$ cat config.mk
export PLATFORM = sky130hd
export DESIGN_NAME = mode_serial_loader
export DESIGN_NICKNAME = d
export VERILOG_FILES = /design/src/rtl/mser_pkg.sv /design/src/rtl/mser_ctrl.sv /design/src/rtl/mser_status.sv /design/src/rtl/mser_shift.sv /design/src/rtl/mser_regs.sv /design/src/rtl/mode_serial_loader.sv
export SDC_FILE = /design/constraint.sdc
export NUM_CORES = 1
export LEC_CHECK = 0
export BUFFER_PORTS_ARGS = -buffer_cell sky130_fd_sc_hd__buf_2
export CORE_UTILIZATION = 58
export CTS_CLUSTER_DIAMETER = 200
export DETAILED_ROUTE_END_ITERATION = 16
export PLACE_DENSITY = 0.78
export SYNTH_ARGS = -nofsm -noshare
export SYNTH_HDL_FRONTEND = slang
export SYNTH_HIERARCHICAL = 1
export SYNTH_SLANG_ARGS = --single-unit
export TNS_END_PERCENT = 5
$ cat constraint.sdc
create_clock -name clk_i -period 2.4 [get_ports clk_i]
set_clock_uncertainty 0.1 [all_clocks]
set_input_delay 0.36 -clock clk_i [delete_from_list [all_inputs] [get_ports clk_i]]
set_output_delay 0.36 -clock clk_i [all_outputs]
set_load 0.01 [all_outputs]
$ cat src/rtl/mser_pkg.sv
package mser_pkg;
  parameter int unsigned MSER_CH  = 16;
  parameter int unsigned MSER_GSW = 12;
  parameter int unsigned MSER_DCW = 6;

  typedef enum logic [1:0] {
    ST_PLAIN    = 2'd0,
    ST_DC_SEEN  = 2'd1,
    ST_GS_ARMED = 2'd2
  } seq_t;
endpackage

$ cat src/rtl/mser_ctrl.sv
module mser_ctrl
  import mser_pkg::*;
(
  input  logic clk_i,
  input  logic rst_ni,
  input  logic sclk_i,
  input  logic latch_i,
  input  logic mode_i,
  output logic mode_eff_o,
  output logic gs_copy_o,
  output logic dc_copy_o,
  output logic st_load_o,
  output logic complete_o,
  output logic shift_en_o,
  output logic mode_err_o
);
  logic sclk_q, latch_q;
  logic sclk_rise, latch_fall;
  seq_t state_q;

  assign sclk_rise  = sclk_i & ~sclk_q;
  assign latch_fall = ~latch_i & latch_q;

  assign gs_copy_o  = latch_i & ~mode_eff_o & (state_q == ST_PLAIN);
  assign dc_copy_o  = latch_i & mode_eff_o;
  assign st_load_o  = latch_fall & ~mode_eff_o & (state_q == ST_PLAIN);
  assign complete_o = sclk_rise & ~latch_i & (state_q == ST_GS_ARMED);
  assign shift_en_o = sclk_rise & ~complete_o & ~st_load_o;

  always_ff @(posedge clk_i) begin
    if (!rst_ni) begin
      sclk_q     <= 1'b0;
      latch_q    <= 1'b0;
      mode_eff_o <= 1'b0;
      mode_err_o <= 1'b0;
    end else begin
      sclk_q     <= sclk_i;
      latch_q    <= latch_i;
      if (!latch_i) mode_eff_o <= mode_i;
      mode_err_o <= latch_i & (mode_i != mode_eff_o);
    end
  end

  always_ff @(posedge clk_i) begin
    if (!rst_ni) begin
      state_q <= ST_PLAIN;
    end else if (dc_copy_o) begin
      state_q <= ST_DC_SEEN;
    end else if (latch_fall && !mode_eff_o && state_q == ST_DC_SEEN) begin
      state_q <= ST_GS_ARMED;
    end else if (complete_o) begin
      state_q <= ST_PLAIN;
    end
  end

  AST_MODE_FROZEN: assert property (@(posedge clk_i) disable iff (!rst_ni)
    latch_i |=> $stable(mode_eff_o));
  AST_ERR_CAUSE: assert property (@(posedge clk_i) disable iff (!rst_ni)
    mode_err_o |-> $past(latch_i));
endmodule

$ cat src/rtl/mser_status.sv
module mser_status
  import mser_pkg::*;
#(
  parameter int unsigned CH  = MSER_CH,
  parameter int unsigned GSW = MSER_GSW,
  parameter int unsigned DCW = MSER_DCW
)(
  input  logic [CH-1:0]       open_i,
  input  logic                therm_i,
  input  logic [CH*DCW-1:0]   dc_i,
  output logic [CH*GSW-1:0]   word_o
);
  localparam int unsigned LEN     = CH * GSW;
  localparam int unsigned DC_LEN  = CH * DCW;
  localparam int unsigned DC_BASE = ((CH + 1 + 7) / 8) * 8;

  always_comb begin
    word_o = '0;
    word_o[CH-1:0]             = open_i;
    word_o[CH]                 = therm_i;
    word_o[DC_BASE +: DC_LEN]  = dc_i;
  end

  initial begin
    if (DC_BASE + DC_LEN > LEN) $display("mser_status: status word does not fit");
  end
endmodule

$ cat src/rtl/mser_shift.sv
module mser_shift
  import mser_pkg::*;
#(
  parameter int unsigned CH  = MSER_CH,
  parameter int unsigned GSW = MSER_GSW,
  parameter int unsigned DCW = MSER_DCW
)(
  input  logic                 clk_i,
  input  logic                 rst_ni,
  input  logic                 shift_en_i,
  input  logic                 load_i,
  input  logic                 sin_i,
  input  logic                 mode_eff_i,
  input  logic [CH*GSW-1:0]    status_i,
  input  logic [CH*DCW-1:0]    dc_i,
  output logic [CH*GSW-1:0]    sr_o,
  output logic                 sout_o
);
  localparam int unsigned LEN     = CH * GSW;
  localparam int unsigned DC_LEN  = CH * DCW;
  localparam int unsigned DC_BASE = ((CH + 1 + 7) / 8) * 8;

  always_ff @(posedge clk_i) begin
    if (!rst_ni)         sr_o <= '0;
    else if (load_i)     sr_o <= status_i;
    else if (shift_en_i) sr_o <= {sr_o[LEN-2:0], sin_i};
  end

  assign sout_o = mode_eff_i ? sr_o[DC_LEN-1] : sr_o[LEN-1];

  AST_SHIFT_GATED: assert property (@(posedge clk_i) disable iff (!rst_ni)
    (!shift_en_i && !load_i) |=> $stable(sr_o));
  AST_STATUS_DC: assert property (@(posedge clk_i) disable iff (!rst_ni)
    load_i |=> (sr_o[DC_BASE +: DC_LEN] == $past(dc_i)));
endmodule

$ cat src/rtl/mser_regs.sv
module mser_regs
  import mser_pkg::*;
#(
  parameter int unsigned CH  = MSER_CH,
  parameter int unsigned GSW = MSER_GSW,
  parameter int unsigned DCW = MSER_DCW
)(
  input  logic                clk_i,
  input  logic                rst_ni,
  input  logic                gs_copy_i,
  input  logic                complete_i,
  input  logic                dc_copy_i,
  input  logic [CH*GSW-1:0]   sr_i,
  output logic [CH*GSW-1:0]   gs_o,
  output logic [CH*DCW-1:0]   dc_o
);
  localparam int unsigned DC_LEN = CH * DCW;

  always_ff @(posedge clk_i) begin
    if (!rst_ni)                       gs_o <= '0;
    else if (gs_copy_i || complete_i)  gs_o <= sr_i;
  end

  always_ff @(posedge clk_i) begin
    if (!rst_ni)        dc_o <= '0;
    else if (dc_copy_i) dc_o <= sr_i[DC_LEN-1:0];
  end

  AST_GS_HOLD: assert property (@(posedge clk_i) disable iff (!rst_ni)
    (!gs_copy_i && !complete_i) |=> $stable(gs_o));
  AST_DC_HOLD: assert property (@(posedge clk_i) disable iff (!rst_ni)
    !dc_copy_i |=> $stable(dc_o));
endmodule

$ cat src/rtl/mode_serial_loader.sv
module mode_serial_loader
  import mser_pkg::*;
#(
  parameter int unsigned CH  = MSER_CH,
  parameter int unsigned GSW = MSER_GSW,
  parameter int unsigned DCW = MSER_DCW
)(
  input  logic                clk_i,
  input  logic                rst_ni,
  input  logic                sclk_i,
  input  logic                sin_i,
  input  logic                latch_i,
  input  logic                mode_i,
  input  logic [CH-1:0]       open_i,
  input  logic                therm_i,
  output logic                sout_o,
  output logic [CH*GSW-1:0]   gs_o,
  output logic [CH*DCW-1:0]   dc_o,
  output logic                mode_err_o
);
  localparam int unsigned LEN = CH * GSW;

  logic mode_eff, gs_copy, dc_copy, st_load, complete, shift_en;
  logic [LEN-1:0] sr, status_word;

  mser_ctrl u_ctrl (
    .clk_i      (clk_i),
    .rst_ni     (rst_ni),
    .sclk_i     (sclk_i),
    .latch_i    (latch_i),
    .mode_i     (mode_i),
    .mode_eff_o (mode_eff),
    .gs_copy_o  (gs_copy),
    .dc_copy_o  (dc_copy),
    .st_load_o  (st_load),
    .complete_o (complete),
    .shift_en_o (shift_en),
    .mode_err_o (mode_err_o)
  );

  mser_status #(.CH(CH), .GSW(GSW), .DCW(DCW)) u_status (
    .open_i  (open_i),
    .therm_i (therm_i),
    .dc_i    (dc_o),
    .word_o  (status_word)
  );

  mser_shift #(.CH(CH), .GSW(GSW), .DCW(DCW)) u_shift (
    .clk_i      (clk_i),
    .rst_ni     (rst_ni),
    .shift_en_i (shift_en),
    .load_i     (st_load | complete),
    .sin_i      (sin_i),
    .mode_eff_i (mode_eff),
    .status_i   (status_word),
    .dc_i       (dc_o),
    .sr_o       (sr),
    .sout_o     (sout_o)
  );

  mser_regs #(.CH(CH), .GSW(GSW), .DCW(DCW)) u_regs (
    .clk_i      (clk_i),
    .rst_ni     (rst_ni),
    .gs_copy_i  (gs_copy),
    .complete_i (complete),
    .dc_copy_i  (dc_copy),
    .sr_i       (sr),
    .gs_o       (gs_o),
    .dc_o       (dc_o)
  );
endmodule

==> impl_metrics.sql <==
INSERT INTO impl_metrics (metric_group, metric, value, unit) VALUES
('worst_setup_path', 'end_kind', 'flip-flop', ''),
('synth', 'synth_cell_types', '36', ''),
('placement', 'placed_cells', '2820', ''),
('die', 'dieArea', '0.0400', 'sq mm'),
('drt', 'detail-route-antenna-nets', '0', ''),
('timing', 'period_minus_slack', '2.32', 'ns'),
('placement', 'gpl.final_weighted_congestion', '0.880', ''),
('grt', 'grt_usage', '0.255', ''),
('synth', 'synth_sequential_area_ratio', '0.428', ''),
('timing', 'fmax', '431', 'MHz'),
('synth', 'postSynthCellCount', '2261', ''),
('clock_network', 'clkLatencyLatePin', '0.58', 'ns'),
('die', 'die-height', '200', 'um'),
('layout', 'n_antenna_cell', '0', ''),
('worst_setup_path', 'critical_path.startpoint_type', 'input pin', ''),
('die', 'top_level_ports', '313', ''),
('clock_network', 'clockRootBuffer', 'sky130_fd_sc_hd__clkbuf_16', ''),
('worst_setup_path', 'path_max_fanout', '76', ''),
('placement', 'numPortBuffers', '312', ''),
('die', 'rows', '72', ''),
('worst_setup_path', 'arrival_time_of_data_at_the_critical_path_endpoint', '2.67', 'ns'),
('run_status', 'status', 'complete, no violations', ''),
('layout', 'final_layout_size_suffix_gt1_frac', '0.280', ''),
('grt', 'grt_first_pass_wirelength', '82.0', 'mm'),
('timing', 'tightest_slew', '0.593', 'ns'),
('timing', 'final.hold.worst_slack', '0.0349', 'ns'),
('grt', 'grt_pass1_vias', '15400', ''),
('timing', 'hold_viol_final', '0', ''),
('clock_network', 'ctsHtreeMaxLevel', '2', ''),
('drt', 'drt_iter0_markers', '868', ''),
('power_and_ir_drop', 'ir_worst_vdd', '0.546', 'mV'),
('drt', 'routedWlPerCell', '17.8', 'um'),
('die', 'design.core.area', '0.0386', 'sq mm'),
('die', 'initial_core_utilization', '0.588', ''),
('synth', 'syn-mean-instance-area', '10.1', 'sq um'),
('worst_setup_path', 'worst_ep_required', '2.75', 'ns'),
('layout', 'fin_util', '0.653', ''),
('grt', 'initial_antenna_violation_count', '0', ''),
('power_and_ir_drop', 'power_leakage', '12.2', 'nW'),
('layout', 'final_net_count', '2395', ''),
('synth', 'syn-cell-area', '0.0227', 'sq mm'),
('timing', 'slew_violations', '0', ''),
('timing', 'relSlewSlack', '0.604', ''),
('worst_setup_path', 'setup.worst_path.class', 'in -> reg', ''),
('power_and_ir_drop', 'power.density', '715', 'mW/mm^2'),
('clock_network', 'clock_sinks', '486', ''),
('timing', 'timing.final.setup_violations', '0', ''),
('job', 'drv.max_cap_violation_count', '0', ''),
('clock_network', 'clk_pin_slew_worst_paths', '0.06', 'ns'),
('grt', 'largest_net_degree_at_the_start_of_global_routing', '119', ''),
('synth', 'postSynthRegisterBits', '486', ''),
('drt', 'detail_route.drc_violations', '0', ''),
('placement', 'standard_cell_area_after_detailed_placement', '0.0234', 'sq mm'),
('drt', 'drt_pass_1_iters', '5', ''),
('layout', 'filler_cell_count', '3064', ''),
('timing', 'final_worst_path_period_share', '0.967', ''),
('timing', 'fin_setup_tns', '0', 'ns'),
('die', 'die_span_in_x', '200', 'um'),
('drt', 'drt_wl_total', '52.2', 'mm'),
('min_path', 'hold_path_class', 'in -> reg', ''),
('grt', 'grt.overflow.total', '0', ''),
('drt', 'via_count', '16100', ''),
('layout', 'area_delta_synth_final', '11.1', '%'),
('layout', 'final_design_area_no_fill', '0.0253', 'sq mm'),
('synth', 'ys_warn_count', '6', ''),
('layout', 'layoutNonFillerInstCount', '2928', ''),
('placement', 'detailedPlacementHpwl', '34.4', 'mm'),
('clock_network', 'cts_tree', 'done', ''),
('drt', 'viasPerCell', '5.52', ''),
('clock_network', 'ctsLongestPathBuffers', '3', ''),
('clock_network', 'cts_made_buffers', '50', '');
state kept, by name, summed over array words and instances (netlist names):
signal and flops:
u_ctrl/latch_q 1, u_ctrl/mode_eff_o 1, u_ctrl/mode_err_o 1, u_ctrl/sclk_q 1, u_ctrl/state_q 2, u_regs/dc_o 96
u_regs/gs_o 192, u_shift/sr_o 192
cell usage after synthesis, drive strengths merged:
master    n  share of area
a21boi    2        0.00066
a21oi     1        0.00022
and2      3        0.00083
and4b     1        0.00044
buf     305          0.098
clkbuf   98          0.016
conb      1        0.00016
dfxtp   486           0.43
inv       2        0.00033
mux2    193          0.096
mux2i    96          0.042
nand2   195          0.032
nand2b   88          0.024
nand3b    1        0.00033
nor2      1        0.00016
nor2b    96          0.026
nor3      2        0.00066
nor3b     1        0.00033
nor4b     1        0.00039
o211a   192          0.085
o211ai  192          0.063
o21a      1        0.00033
o21ai   193          0.047
o41ai     1        0.00039
or2       2        0.00066
or2b    105          0.035
or3b      1        0.00039
xor2      1        0.00039
kinds of logic after synthesis:
group,after synthesis,share of synthesized area
compound gates,582,0.197
xor+xnor,1,0.000385
buf+inv,405,0.115
flops,486,0.428
mux,289,0.138
other cells,1,0.000165
simple gates,497,0.122
through the flow:
step	setup slack, ns	power, mW
finish	0.0781	18.1
global route	-0.0241	18.7
CTS	0.132	18.2
detailed placement	0.139	10.5
global placement	0.205	10.4
floorplan	0.370	10.2
cell type report:
| class | count | area (sq um) | share of cell area |
|---|---|---|---|
| repair buffers | 384 | 2520 | 0.100 |
| clock inverters | 10 | 82.6 | 0.00327 |
| clock buffers | 80 | 1560 | 0.0616 |
| flip-flops and latches | 486 | 9730 | 0.385 |
| well taps | 518 | 648 | 0.0257 |
| multi-input cells | 1448 | 10700 | 0.424 |
| inverters | 2 | 12.5 | 0.000495 |
metal layers:
metal	up-vias	part of all wire	track usage	routed length, um
li1	7940	-	-	-
met3	76	0.065	0.0630	3380
met4	0	0.024	0.0893	1280
met2	372	0.47	0.422	24800
met5	-	0	0	0
met1	7760	0.44	0.324	22800
where the power goes:
part           internal [mW]  total, mW  switching [mW]
registers               8.38       8.64           0.267
clock network           4.52       7.68            3.16
logic                  0.799       1.72           0.923
worst max-delay path, cell delays in order:
cell                            delay, ns
sky130_fd_sc_hd__dlygate4sd3_1       0.55
sky130_fd_sc_hd__buf_2               0.17
sky130_fd_sc_hd__nor2_1              0.17
sky130_fd_sc_hd__and4b_4             0.26
sky130_fd_sc_hd__buf_4               0.32
sky130_fd_sc_hd__or2_4               0.24
sky130_fd_sc_hd__buf_12              0.28
sky130_fd_sc_hd__o21ai_1             0.17
layout by cell type, fill, tap and decap left out, drive strengths merged, types with 2 or more instances in the layout:
| master | instances |
|---|---|
| dfxtp | 486 |
| buf | 365 |
| nand2 | 195 |
| mux2 | 193 |
| o21ai | 193 |
| o211ai | 192 |
| o211a | 192 |
| or2b | 105 |
| mux2i | 96 |
| nor2b | 96 |
| nand2b | 88 |
| clkbuf | 81 |
| conb | 79 |
| dlygate4sd3 | 18 |
| clkinv | 8 |
| and2 | 3 |
| inv | 3 |
| or2 | 2 |
| nor3 | 2 |
| a21boi | 2 |
worst paths after layout:
path,cells after the start,from,to,slack [ns]
setup / recovery,8,latch_i,u_regs/gs_o[78],0.08
hold / removal,3,open_i[1],u_shift/sr_o[1],0.03
setup reg to reg,7,u_ctrl/mode_eff_o,u_shift/sr_o[60],0.13
hold reg to reg,2,u_regs/gs_o[59],u_regs/gs_o[59],0.34
what timing repair did:
item / 4_1_cts / 5_1_grt
endpoints found under the hold margin: 18 / 0
endpoints found under the setup margin: 0 / 1
setup buffers: 0 / 0
hold buffers: 18 / 0
gates resized for setup: 0 / 1
Power figures use the tool's default switching activity.
